===== config.mk =====
export PLATFORM = sky130hd
export DESIGN_NAME = pwf_top
export DESIGN_NICKNAME = d
export VERILOG_FILES = /design/src/rtl/pwf_pkg.sv /design/src/rtl/pwf_sync.sv /design/src/rtl/pwf_fifo.sv /design/src/rtl/pwf_capture.sv /design/src/rtl/pwf_top.sv
export SDC_FILE = /design/constraint.sdc
export NUM_CORES = 1
export LEC_CHECK = 0
export BUFFER_PORTS_ARGS = -buffer_cell sky130_fd_sc_hd__buf_4
export CORE_MARGIN = 2
export CORE_UTILIZATION = 65
export CTS_BUF_LIST = sky130_fd_sc_hd__clkbuf_8
export CTS_CLUSTER_SIZE = 10
export DETAILED_ROUTE_END_ITERATION = 8
export PLACE_DENSITY = 0.79
export SLEW_MARGIN = 20
export SYNTH_ARGS = -nofsm -noshare
export SYNTH_HDL_FRONTEND = slang
export SYNTH_HIERARCHICAL = 1
export SYNTH_SLANG_ARGS = --single-unit

===== constraint.sdc =====
create_clock -name clk -period 7.86 [get_ports clk]
set_input_delay 1.572 -clock clk [delete_from_list [all_inputs] [get_ports clk]]
set_output_delay 1.572 -clock clk [all_outputs]
set_load 0.03 [all_outputs]

===== src/rtl/pwf_pkg.sv =====
package pwf_pkg;
    localparam int DATA_W  = 12;
    localparam int ADDR_W  = 6;
    localparam int ENTRY_W = 48;
    localparam int PAD_W   = ENTRY_W - DATA_W - ADDR_W - 3;

    typedef enum logic [1:0] {
        RT_SPECIAL = 2'b00,
        RT_GAIN    = 2'b01,
        RT_OFFSET  = 2'b10,
        RT_DATA    = 2'b11
    } rtype_e;

    typedef struct packed {
        logic [PAD_W-1:0]  pad;
        logic              bank;
        rtype_e            rtype;
        logic [ADDR_W-1:0] addr;
        logic [DATA_W-1:0] data;
    } wr_entry_t;

    typedef enum logic [1:0] {
        ST_HALT   = 2'd0,
        ST_WAIT   = 2'd1,
        ST_LOW    = 2'd2,
        ST_COMMIT = 2'd3
    } cap_state_e;
endpackage


===== src/rtl/pwf_sync.sv =====
module pwf_sync #(
    parameter int              W       = 1,
    parameter int              STAGES  = 2,
    parameter logic [W-1:0]    RST_VAL = '0
) (
    input  logic         clk,
    input  logic         rst_n,
    input  logic [W-1:0] d_i,
    output logic [W-1:0] q_o
);
    logic [W-1:0] chain_q [STAGES];

    for (genvar s = 0; s < STAGES; s++) begin : g_stage
        if (s == 0) begin : g_first
            always_ff @(posedge clk or negedge rst_n) begin
                if (!rst_n) chain_q[s] <= RST_VAL;
                else        chain_q[s] <= d_i;
            end
        end else begin : g_next
            always_ff @(posedge clk or negedge rst_n) begin
                if (!rst_n) chain_q[s] <= RST_VAL;
                else        chain_q[s] <= chain_q[s-1];
            end
        end
    end

    assign q_o = chain_q[STAGES-1];
endmodule


===== src/rtl/pwf_fifo.sv =====
module pwf_fifo #(
    parameter int DEPTH = 8,
    parameter int W     = 48
) (
    input  logic         clk,
    input  logic         rst_n,
    input  logic         flush_i,
    input  logic         push_i,
    input  logic [W-1:0] wdata_i,
    input  logic         pop_i,
    output logic [W-1:0] rdata_o,
    output logic         empty_o,
    output logic         full_o,
    output logic         drop_o
);
    localparam int PTR_W = (DEPTH > 1) ? $clog2(DEPTH) : 1;
    localparam int CNT_W = $clog2(DEPTH + 1);

    logic [W-1:0]     mem [DEPTH];
    logic [PTR_W-1:0] wr_ptr_q, rd_ptr_q;
    logic [CNT_W-1:0] count_q;
    logic             do_push, do_pop;

    function automatic logic [PTR_W-1:0] bump(input logic [PTR_W-1:0] p);
        return (p == PTR_W'(DEPTH - 1)) ? '0 : p + 1'b1;
    endfunction

    assign full_o  = (count_q == CNT_W'(DEPTH));
    assign empty_o = (count_q == '0);
    assign do_pop  = pop_i && !empty_o;
    assign do_push = push_i && (!full_o || do_pop);
    assign drop_o  = push_i && !do_push;
    assign rdata_o = mem[rd_ptr_q];

    always_ff @(posedge clk) begin
        if (do_push && !flush_i) mem[wr_ptr_q] <= wdata_i;
    end

    always_ff @(posedge clk or negedge rst_n) begin
        if (!rst_n) begin
            wr_ptr_q <= '0;
            rd_ptr_q <= '0;
            count_q  <= '0;
        end else if (flush_i) begin
            wr_ptr_q <= '0;
            rd_ptr_q <= '0;
            count_q  <= '0;
        end else begin
            if (do_push) wr_ptr_q <= bump(wr_ptr_q);
            if (do_pop)  rd_ptr_q <= bump(rd_ptr_q);
            case ({do_push, do_pop})
                2'b10:   count_q <= count_q + 1'b1;
                2'b01:   count_q <= count_q - 1'b1;
                default: count_q <= count_q;
            endcase
        end
    end

    // occupancy never passes the depth
    always_comb begin
        a_r6_count_bound: assert (count_q <= CNT_W'(DEPTH));
    end

    // a lost write leaves the occupancy unchanged
    a_r7_drop_no_growth: assert property (@(posedge clk) disable iff (!rst_n)
        (drop_o && !flush_i) |=> (count_q == CNT_W'(DEPTH)));
endmodule


===== src/rtl/pwf_capture.sv =====
module pwf_capture
    import pwf_pkg::*;
#(
    parameter int NUM_CHAN = 40
) (
    input  logic              clk,
    input  logic              rst_n,
    input  logic              reset_seq_i,
    input  logic              toggle_en_i,
    input  logic              cs_n_s,
    input  logic              wr_n_s,
    input  logic              bank_sel_s,
    input  logic [1:0]        rtype_s,
    input  logic [ADDR_W-1:0] addr_s,
    input  logic [DATA_W-1:0] data_s,
    output logic              push_o,
    output wr_entry_t         entry_o
);
    cap_state_e state_q, state_d;
    wr_entry_t  hold_q;
    logic       keep_q;
    logic       take;
    logic       addr_ok;
    logic       bank_d;

    assign take    = (state_q == ST_LOW) && wr_n_s && !cs_n_s && !reset_seq_i;
    assign addr_ok = (rtype_s == RT_SPECIAL) || (int'(addr_s) < NUM_CHAN);
    assign bank_d  = (rtype_s == RT_DATA) && toggle_en_i && bank_sel_s;

    always_comb begin
        state_d = state_q;
        if (reset_seq_i) begin
            state_d = ST_HALT;
        end else begin
            unique case (state_q)
                ST_HALT:   state_d = ST_WAIT;
                ST_WAIT:   if (!wr_n_s) state_d = ST_LOW;
                ST_LOW:    if (wr_n_s)  state_d = cs_n_s ? ST_WAIT : ST_COMMIT;
                ST_COMMIT: state_d = ST_WAIT;
            endcase
        end
    end

    always_ff @(posedge clk or negedge rst_n) begin
        if (!rst_n) state_q <= ST_WAIT;
        else        state_q <= state_d;
    end

    always_ff @(posedge clk or negedge rst_n) begin
        if (!rst_n) begin
            hold_q <= '0;
            keep_q <= 1'b0;
        end else if (take) begin
            hold_q.pad   <= '0;
            hold_q.bank  <= bank_d;
            hold_q.rtype <= rtype_e'(rtype_s);
            hold_q.addr  <= addr_s;
            hold_q.data  <= data_s;
            keep_q       <= addr_ok;
        end
    end

    always_comb begin
        push_o  = (state_q == ST_COMMIT) && keep_q && !reset_seq_i;
        entry_o = hold_q;
    end

    // nothing is captured during a reset sequence
    a_r8_halt_no_push: assert property (@(posedge clk) disable iff (!rst_n)
        reset_seq_i |-> !push_o);

    // every push follows a completed strobe
    a_r1_push_after_low: assert property (@(posedge clk) disable iff (!rst_n)
        push_o |-> ($past(state_q) == ST_LOW));
endmodule


===== src/rtl/pwf_top.sv =====
module pwf_top
    import pwf_pkg::*;
#(
    parameter int NUM_CHAN    = 40,
    parameter int FIFO_DEPTH  = 8,
    parameter int SYNC_STAGES = 2
) (
    input  logic              clk,
    input  logic              rst_n,
    input  logic              cs_n_i,
    input  logic              wr_n_i,
    input  logic [DATA_W-1:0] data_i,
    input  logic [ADDR_W-1:0] chan_i,
    input  logic [1:0]        rtype_i,
    input  logic              bank_sel_i,
    input  logic              toggle_en_i,
    input  logic              reset_seq_i,
    input  logic              cmd_ready_i,
    output logic              cmd_valid_o,
    output logic [DATA_W-1:0] cmd_data_o,
    output logic [ADDR_W-1:0] cmd_chan_o,
    output logic [1:0]        cmd_type_o,
    output logic              cmd_bank_o,
    output logic              overflow_o
);
    localparam int BUS_W = DATA_W + ADDR_W + 5;
    localparam logic [BUS_W-1:0] BUS_RST = {2'b11, {(BUS_W-2){1'b0}}};

    logic [BUS_W-1:0]  bus_raw, bus_s;
    logic              cs_n_s, wr_n_s, bank_sel_s;
    logic [1:0]        rtype_s;
    logic [ADDR_W-1:0] addr_s;
    logic [DATA_W-1:0] data_s;
    logic              push;
    wr_entry_t         entry_in, entry_out;
    logic              empty, full, drop, pop;
    logic              ovf_q;

    assign bus_raw = {cs_n_i, wr_n_i, bank_sel_i, rtype_i, chan_i, data_i};

    pwf_sync #(.W(BUS_W), .STAGES(SYNC_STAGES), .RST_VAL(BUS_RST)) u_sync (
        .clk   (clk),
        .rst_n (rst_n),
        .d_i   (bus_raw),
        .q_o   (bus_s)
    );

    assign {cs_n_s, wr_n_s, bank_sel_s, rtype_s, addr_s, data_s} = bus_s;

    pwf_capture #(.NUM_CHAN(NUM_CHAN)) u_cap (
        .clk         (clk),
        .rst_n       (rst_n),
        .reset_seq_i (reset_seq_i),
        .toggle_en_i (toggle_en_i),
        .cs_n_s      (cs_n_s),
        .wr_n_s      (wr_n_s),
        .bank_sel_s  (bank_sel_s),
        .rtype_s     (rtype_s),
        .addr_s      (addr_s),
        .data_s      (data_s),
        .push_o      (push),
        .entry_o     (entry_in)
    );

    assign pop = cmd_ready_i && !empty;

    pwf_fifo #(.DEPTH(FIFO_DEPTH), .W(ENTRY_W)) u_fifo (
        .clk     (clk),
        .rst_n   (rst_n),
        .flush_i (reset_seq_i),
        .push_i  (push),
        .wdata_i (entry_in),
        .pop_i   (pop),
        .rdata_o (entry_out),
        .empty_o (empty),
        .full_o  (full),
        .drop_o  (drop)
    );

    always_ff @(posedge clk or negedge rst_n) begin
        if (!rst_n)    ovf_q <= 1'b0;
        else if (drop) ovf_q <= 1'b1;
    end

    always_comb begin
        cmd_valid_o = !empty;
        cmd_data_o  = entry_out.data;
        cmd_chan_o  = entry_out.addr;
        cmd_type_o  = entry_out.rtype;
        cmd_bank_o  = entry_out.bank;
        overflow_o  = ovf_q;
    end

    // overflow flag is sticky
    a_r7_overflow_sticky: assert property (@(posedge clk) disable iff (!rst_n)
        overflow_o |=> overflow_o);

    // head holds while stalled
    a_r9_head_hold: assert property (@(posedge clk) disable iff (!rst_n)
        (cmd_valid_o && !cmd_ready_i && !reset_seq_i) |=>
            (cmd_valid_o && $stable(cmd_data_o) && $stable(cmd_chan_o)
             && $stable(cmd_type_o) && $stable(cmd_bank_o)));

    // only data writes may name bank B
    a_r5_bank_a_non_data: assert property (@(posedge clk) disable iff (!rst_n)
        (cmd_valid_o && cmd_type_o != RT_DATA) |-> !cmd_bank_o);

    // channel registers stay within range
    a_r3_chan_range: assert property (@(posedge clk) disable iff (!rst_n)
        (cmd_valid_o && cmd_type_o != RT_SPECIAL) |-> (int'(cmd_chan_o) < NUM_CHAN));

    always_comb begin
        if (cmd_valid_o) a_pad_zero: assert (entry_out.pad == '0);
    end
endmodule


==> run metrics, run 1 <==
Initial Util=65.9%; input/output buffers=50; final std cells w/o fill=735; commonest non-fill, non-tap cell in the layout=edfxtp_1; IO Count=51; Fill cells=790; clock buffer count from CTS=40; vias in the first global route=4658; Final HPWL DP=8.94 mm; largest net degree at the start of global routing=82; fin worst setup slack=3.61 ns; leakage=3.97 nW; Final Routed Wirelength=15.6 mm; Tcrit/Tclk final=54.1%; Core Area=14400 µm²; chip height=125 µm; pins over their slew limit=0; clock root cell=clkbuf_8; Worst-Skew Late Latency=0.52 ns; Fmax achieved=235 MHz; total grt overflow=0; final antenna-violating net count=0; post-synthesis cell count=463; Syn Area/Cell=20.5 µm²; placed cell count=661; Worst-path clk slew=0.06 ns; starting DRC count in detailed routing=303; CTS HTree Levels=2; Slew @ Worst Pin=0.848 ns; Critical R2R Launch=u_fifo/count_q[0]; diode count=0; die width=125 µm; TritonCTS clock tree=done; full die area=15600 µm²; clk buf depth=3; Post-Syn Area=9470 µm²; gr usage total=21.0%; global-route wire length before repair=24.7 mm; Post-CTS Resized=0; cell area power density=247 nW/µm²; Synth-to-Final Area Change=12.5%; Clock Sink Count=249; fraction of layout cells with a size suffix above 1=39.7%; final setup fails=0; Clock Skew=0.0264 ns; fin crit period=4.25 ns; Max VDD drop=163 µV; hold_sp=u_sync/chain_q[26]; outcome=finished clean; Reg area=7080 µm²; footprint of the multi-input gates=2080 µm²; Setup TNS=0 ns; crit start category=flip-flop; Site Rows=44; Crit path required time=6.29 ns; wire per inst=21.2 µm; drt via density=5.81; DR DRC count=0; max cap viols=0; yosys warns=6; CP startpoint=u_fifo/rd_ptr_q[0]; RSZ-0062 raised after global routing=false; DRT Pass-1 Iters=5; worst hold-check path type=flip-flop to flip-flop; CP max FO=42; crit path kind=flip-flop to output port; Critical Path End Type=output port; final hold vios=0; pre-CTS setup slack=3.67 ns; Slew HR=43.2%; syn nets=498; GPL Wtd Cong=0.703; via count=4269; arrival time at the worst endpoint=2.68 ns; CTS Hold Buffers Added=0; most frequent cells in the layout=edfxtp_1, dfrtp_1, buf_4; nets=554; post-CTS setup buffer count=0; initial antenna violation count=0
-- critical path, stage by stage (launching register included) --
cell and delay, ns:
dfrtp_2 0.37, buf_4 0.66, mux4_2 0.63, mux2_2 0.31
buf_4 0.17
-- flip-flops by register name, summed over array words and instances, names as in the netlist --
name,flops
u_cap/entry_o,21
u_fifo/wr_ptr_q,3
u_fifo/rd_ptr_q,3
u_sync/chain_q,23
overflow_o,1
u_fifo/count_q,4
u_sync/q_o,23
u_cap/keep_q,1
u_fifo/mem,168
u_cap/state_q,2
-- routing by layer --
layer  vias up  track usage, %  share of wire [%]
met2       128            33.7                 50
met5         -               0                  0
li1       1905               -                  -
met4         0            9.39                2.5
met1      2209            28.7                 42
met3        27            4.08                5.2
-- area by class of cell --
| cell class | instances | share of cell area (%) |
|---|---|---|
| clock inverter | 27 | 1.33 |
| tap | 184 | 2.16 |
| multi-input combinational | 162 | 19.5 |
| timing repair buffer | 62 | 4.40 |
| sequential | 249 | 66.4 |
| inverter | 4 | 0.141 |
| clock buffer | 47 | 6.07 |
-- where the power goes --
group          switching [W]  total [W]  internal, W
clock network       0.000471    0.00105     0.000578
registers          0.0000532    0.00153      0.00148
logic              0.0000204  0.0000568    0.0000364
total               0.000545    0.00264      0.00209
-- through the flow --
step	power (W)	hold slack [ns]	utilization [%]	cell area (µm²)
final	0.00264	0.339	74.2	10700
after global routing	0.00273	0.350	74.2	10700
after CTS	0.00266	0.349	74.1	10600
after detailed placement	0.00161	0.335	68.6	9860
after global placement	0.00161	0.332	68.6	9860
after floorplan	0.00158	0.331	-	9470
-- final timing paths --
path	depth (start not counted)	end	slack (ns)
worst max-delay path	4	cmd_bank_o	3.61
worst min-delay path	0	u_sync/q_o[3]	0.34
worst max register to register	7	u_fifo/mem[5][13]	4.63
worst min register to register	0	u_sync/q_o[3]	0.34
max in group asynchronous	1	u_cap/entry_o[9]	6.23
min in group asynchronous	1	u_fifo/count_q[1]	1.10
Note: power is estimated with default switching activity, not from simulation.
==> run 2: changes to the inputs <==
Clock period 7.86 ns to 4.15 ns, I/O delays scaled along.
==> run 2 against run 1 <==
Hold slack lost 0.0039 ns. Sequential power grew 89%. Routed wire length shrank 0.55%. Via count grew 0.42%. Combinational power up 88%. Critical endpoint is now cmd_data_o[5]. Largest power group unchanged.
==> run metrics, run 2 (synthesis results as in run 1) <==
DR DRC count=0; Critical Path End Type=output port; arrival time at the worst endpoint=2.67 ns; die width=125 µm; most frequent cells in the layout=edfxtp_1, dfrtp_1, buf_4; Max VDD drop=246 µV; slowest stage cell, crit path=dfrtp_2; Core Area=14400 µm²; Slew @ Worst Pin=0.853 ns; via count=4287; final hold vios=0; Worst-Skew Late Latency=0.53 ns; worst path cell trace=buf_12, mux4_2, mux2_2, buf_4; Post-CTS Resized=0; crit path kind=flip-flop to output port; max cap viols=0; Clock Skew=0.0269 ns; Fill cells=793; fraction of layout cells with a size suffix above 1=38.4%; Crit path required time=3.32 ns; placed cell count=666; leakage=3.93 nW; GPL Wtd Cong=0.706; wire per inst=21.1 µm; clk buf depth=3; final setup fails=0; Clock Sink Count=249; RSZ-0062 raised after global routing=false; CTS Hold Buffers Added=0; Slew HR=43.1%; Tcrit/Tclk final=84.3%; total grt overflow=0; largest net degree at the start of global routing=82; input/output buffers=50; CP max FO=25; Synth-to-Final Area Change=11.6%; starting DRC count in detailed routing=360; nets=557; total power=0.00472 W; Setup TNS=0 ns; Final HPWL DP=9.10 mm; post-CTS setup buffer count=0; Initial Util=65.9%; Crit path largest cell delay=0.80 ns; diode count=0; TritonCTS clock tree=done; commonest non-fill, non-tap cell in the layout=edfxtp_1; max reg flops=168; Reg area=7080 µm²; Worst-path clk slew=0.06 ns; fin crit period=3.50 ns; chip height=125 µm; clock buffer count from CTS=38; global-route wire length before repair=24.5 mm; cell area power density=447 nW/µm²; initial antenna violation count=0; Biggest register=u_fifo/mem; footprint of the multi-input gates=2070 µm²; worst reg-to-reg setup slack=1.15 ns; final std cells w/o fill=734; vias in the first global route=4543; crit start category=flip-flop; clock root cell=clkbuf_8; outcome=finished clean; Final Routed Wirelength=15.5 mm; pins over their slew limit=0; drt via density=5.84; DRT Pass-1 Iters=4; final antenna-violating net count=0; full die area=15600 µm²; CTS HTree Levels=2; IO Count=51; Site Rows=44; gr usage total=20.8%; Fmax achieved=286 MHz; worst hold-check path type=primary input to async pin
run 2: worst max-delay path: cells and delay by family (launching register included):
kind / cells / cell delay, ns
multiplexers: 2 / 0.82
flip-flops: 1 / 0.80
buffers and inverters: 2 / 0.48
run 2: layout make-up:
cell class | count | area share [%]
sequential | 249 | 67.0
multi-input combinational | 162 | 19.6
clock buffer | 39 | 5.08
timing repair buffer | 67 | 4.91
tap | 184 | 2.18
clock inverter | 29 | 1.08
inverter | 4 | 0.142
run 2: metrics by stage:
step,setup WS [ns],util [%],hold WS (ns),cell area [µm²]
6_report,0.652,73.5,0.335,10600
5_1_grt,0.478,73.5,0.342,10600
4_1_cts,0.565,73.5,0.345,10600
3_5_place_dp,1.03,69.0,0.335,9910
3_3_place_gp,1.14,69.0,0.332,9910
2_1_floorplan,0.106,-,0.331,9470
run 2: power by group:
group	switching (W)	internal [W]	leakage (nW)
sequential	0.0000971	0.00280	2.53
clock	0.000854	0.000869	0.409
combinational	0.0000379	0.0000689	0.991
run 2: worst paths after layout:
kind / endpoint / start / depth (start not counted)
max in group asynchronous: u_fifo/rd_ptr_q[0] / rst_n / 1
min reg2reg: u_sync/q_o[6] / u_sync/chain_q[29] / 0
max reg2reg: u_fifo/count_q[3] / u_fifo/count_q[0] / 10
min: overflow_o / rst_n / 1
max: cmd_data_o[5] / u_fifo/rd_ptr_q[0] / 4
min in group clk: u_sync/q_o[6] / u_sync/chain_q[29] / 0
run 2: layer usage:
| metal | routed length, µm | track usage, % | up-vias |
|---|---|---|---|
| met5 | 0 | 0 | - |
| met4 | 233 | 6.35 | 0 |
| met3 | 1090 | 5.33 | 16 |
| met2 | 7720 | 33.2 | 134 |
| met1 | 6430 | 29.1 | 2236 |
| li1 | - | - | 1901 |
==> run 3: changes to the inputs <==
Settings changed: ABC_AREA set to 1.
Clock period 4.15 ns to 3.6 ns, I/O delays scaled along.
==> run 3 against run 2 <==
Via count increased by 33%. Sequential power increased by 27%. First-iteration DRC count increased by 54%. Cell count increased by 38%.
==> run metrics, run 3 <==
outcome=finished clean; nets=841; max cap viols=0; Int Pwr=0.00447 W; DRT Pass-1 Iters=5; Max VDD drop=398 µV; final antenna-violating net count=0; Setup TNS=0 ns; input/output buffers=50; Clock power frac=33.1%; Clock Sink Count=249; total grt overflow=0; global-route wire length before repair=28.0 mm; yosys warns=6; CTS HTree Levels=2; Worst-path clk slew=0.07 ns; Biggest register=u_fifo/mem; crit start category=flip-flop; pins over their slew limit=0; Syn Area/Cell=12.6 µm²; chip height=126 µm; worst reg-to-reg setup slack=1.05 ns; crit path kind=flip-flop to output port; Comb pwr share=3.2%; GPL Wtd Cong=0.809; clock root cell=clkbuf_8; Post-Syn Area=9740 µm²; post-CTS setup buffer count=0; Site Rows=44; syn nets=810; fraction of layout cells with a size suffix above 1=16.0%; sequential power share=63.7%; commonest non-fill, non-tap cell in the layout=edfxtp_1; DR DRC count=0; Crit path required time=2.88 ns; Slew HR=37.9%; initial antenna violation count=0; fin crit period=3.21 ns; IO Count=51; Clock Skew=0.0229 ns; starting DRC count in detailed routing=554; max reg flops=168; drt via density=5.64; RSZ-0062 raised after global routing=false; vias in the first global route=5807; Final HPWL DP=10.5 mm; Post-CTS Resized=0; final hold vios=0; Fmax achieved=312 MHz; arrival time at the worst endpoint=2.49 ns; Critical Path End Type=output port; clock buffer count from CTS=36; Slew @ Worst Pin=0.932 ns; Tcrit/Tclk final=89.1%; CTS Hold Buffers Added=0; TritonCTS clock tree=done; final setup fails=0; full die area=16000 µm²; Psw=0.00129 W; post-synthesis cell count=775; wire per inst=17.5 µm; leakage=4.25 nW; total power=0.00576 W; most frequent cells in the layout=edfxtp_1, nand2_1, nor2_1; CP max FO=42; diode count=0; Initial Util=66.8%; Final Routed Wirelength=17.7 mm; Fill cells=893; worst hold-check path type=primary input to flip-flop; Synth-to-Final Area Change=9.17%; Switching Share=22.4%; largest net degree at the start of global routing=82; clk buf depth=3; Worst-Skew Late Latency=0.50 ns; Core Area=14600 µm²; die width=126 µm; gr usage total=22.6%; via count=5706; cell area power density=542 nW/µm²
run 3: power by group through the flow:
stage | Clock (W) | Combinational [W] | Sequential [W]
2_1_floorplan | 0 | 0.000133 | 0.00360
3_3_place_gp | 0 | 0.000170 | 0.00370
3_5_place_dp | 0 | 0.000186 | 0.00372
4_1_cts | 0.00195 | 0.000186 | 0.00366
5_1_grt | 0.00209 | 0.000211 | 0.00370
6_report | 0.00191 | 0.000183 | 0.00367
run 3: worst paths after layout:
kind | startpoint | end | depth (start not counted)
worst max-delay path | u_fifo/rd_ptr_q[0] | cmd_type_o[1] | 7
worst min-delay path | data_i[8] | u_sync/chain_q[31] | 1
worst max register to register | u_fifo/count_q[0] | u_fifo/mem[1][20] | 11
worst min register to register | u_sync/chain_q[34] | u_sync/q_o[11] | 0
max in group asynchronous | rst_n | u_fifo/rd_ptr_q[0] | 1
min in group asynchronous | rst_n | u_sync/chain_q[32] | 1
run 3: routing by layer:
layer | up-vias | wire, µm | global-route usage, %
met3 | 30 | 1050 | 3.88
met5 | - | 0 | 0
met4 | 0 | 315 | 9.05
met2 | 236 | 9010 | 38.2
met1 | 2754 | 7330 | 29.7
li1 | 2686 | - | -
run 3: stage by stage:
stage / area (µm²) / util (%) / hold slack (ns) / instances / worst slack [ns]
3_3_place_gp: 10000 / 68.7 / 0.333 / 952 / 1.05
3_5_place_dp: 10000 / 68.7 / 0.335 / 952 / 0.940
5_1_grt: 10600 / 72.9 / 0.294 / 1011 / 0.147
2_1_floorplan: 9740 / - / 0.331 / 775 / 0.851
6_report: 10600 / 72.9 / 0.323 / 1011 / 0.392
4_1_cts: 10600 / 72.9 / 0.297 / 1011 / 0.390
run 3: worst max-delay path, stage by stage (launching register included):
cell and delay (ns):
dfrtp_2 0.74, inv_1 0.35, buf_12 0.27, o21ai_1 0.20
o21ai_1 0.13, nand2_1 0.08, nand2_1 0.05, buf_4 0.16
run 3: final cells by class:
cell class,count,area [µm²],area share [%]
Clock buffer,39,537,5.05
Clock inverter,20,77.6,0.730
Inverter,25,93.8,0.882
Multi-Input combinational cell,430,2100,19.7
Sequential cell,249,7080,66.6
Tap cell,184,230,2.16
Timing Repair Buffer,64,518,4.87
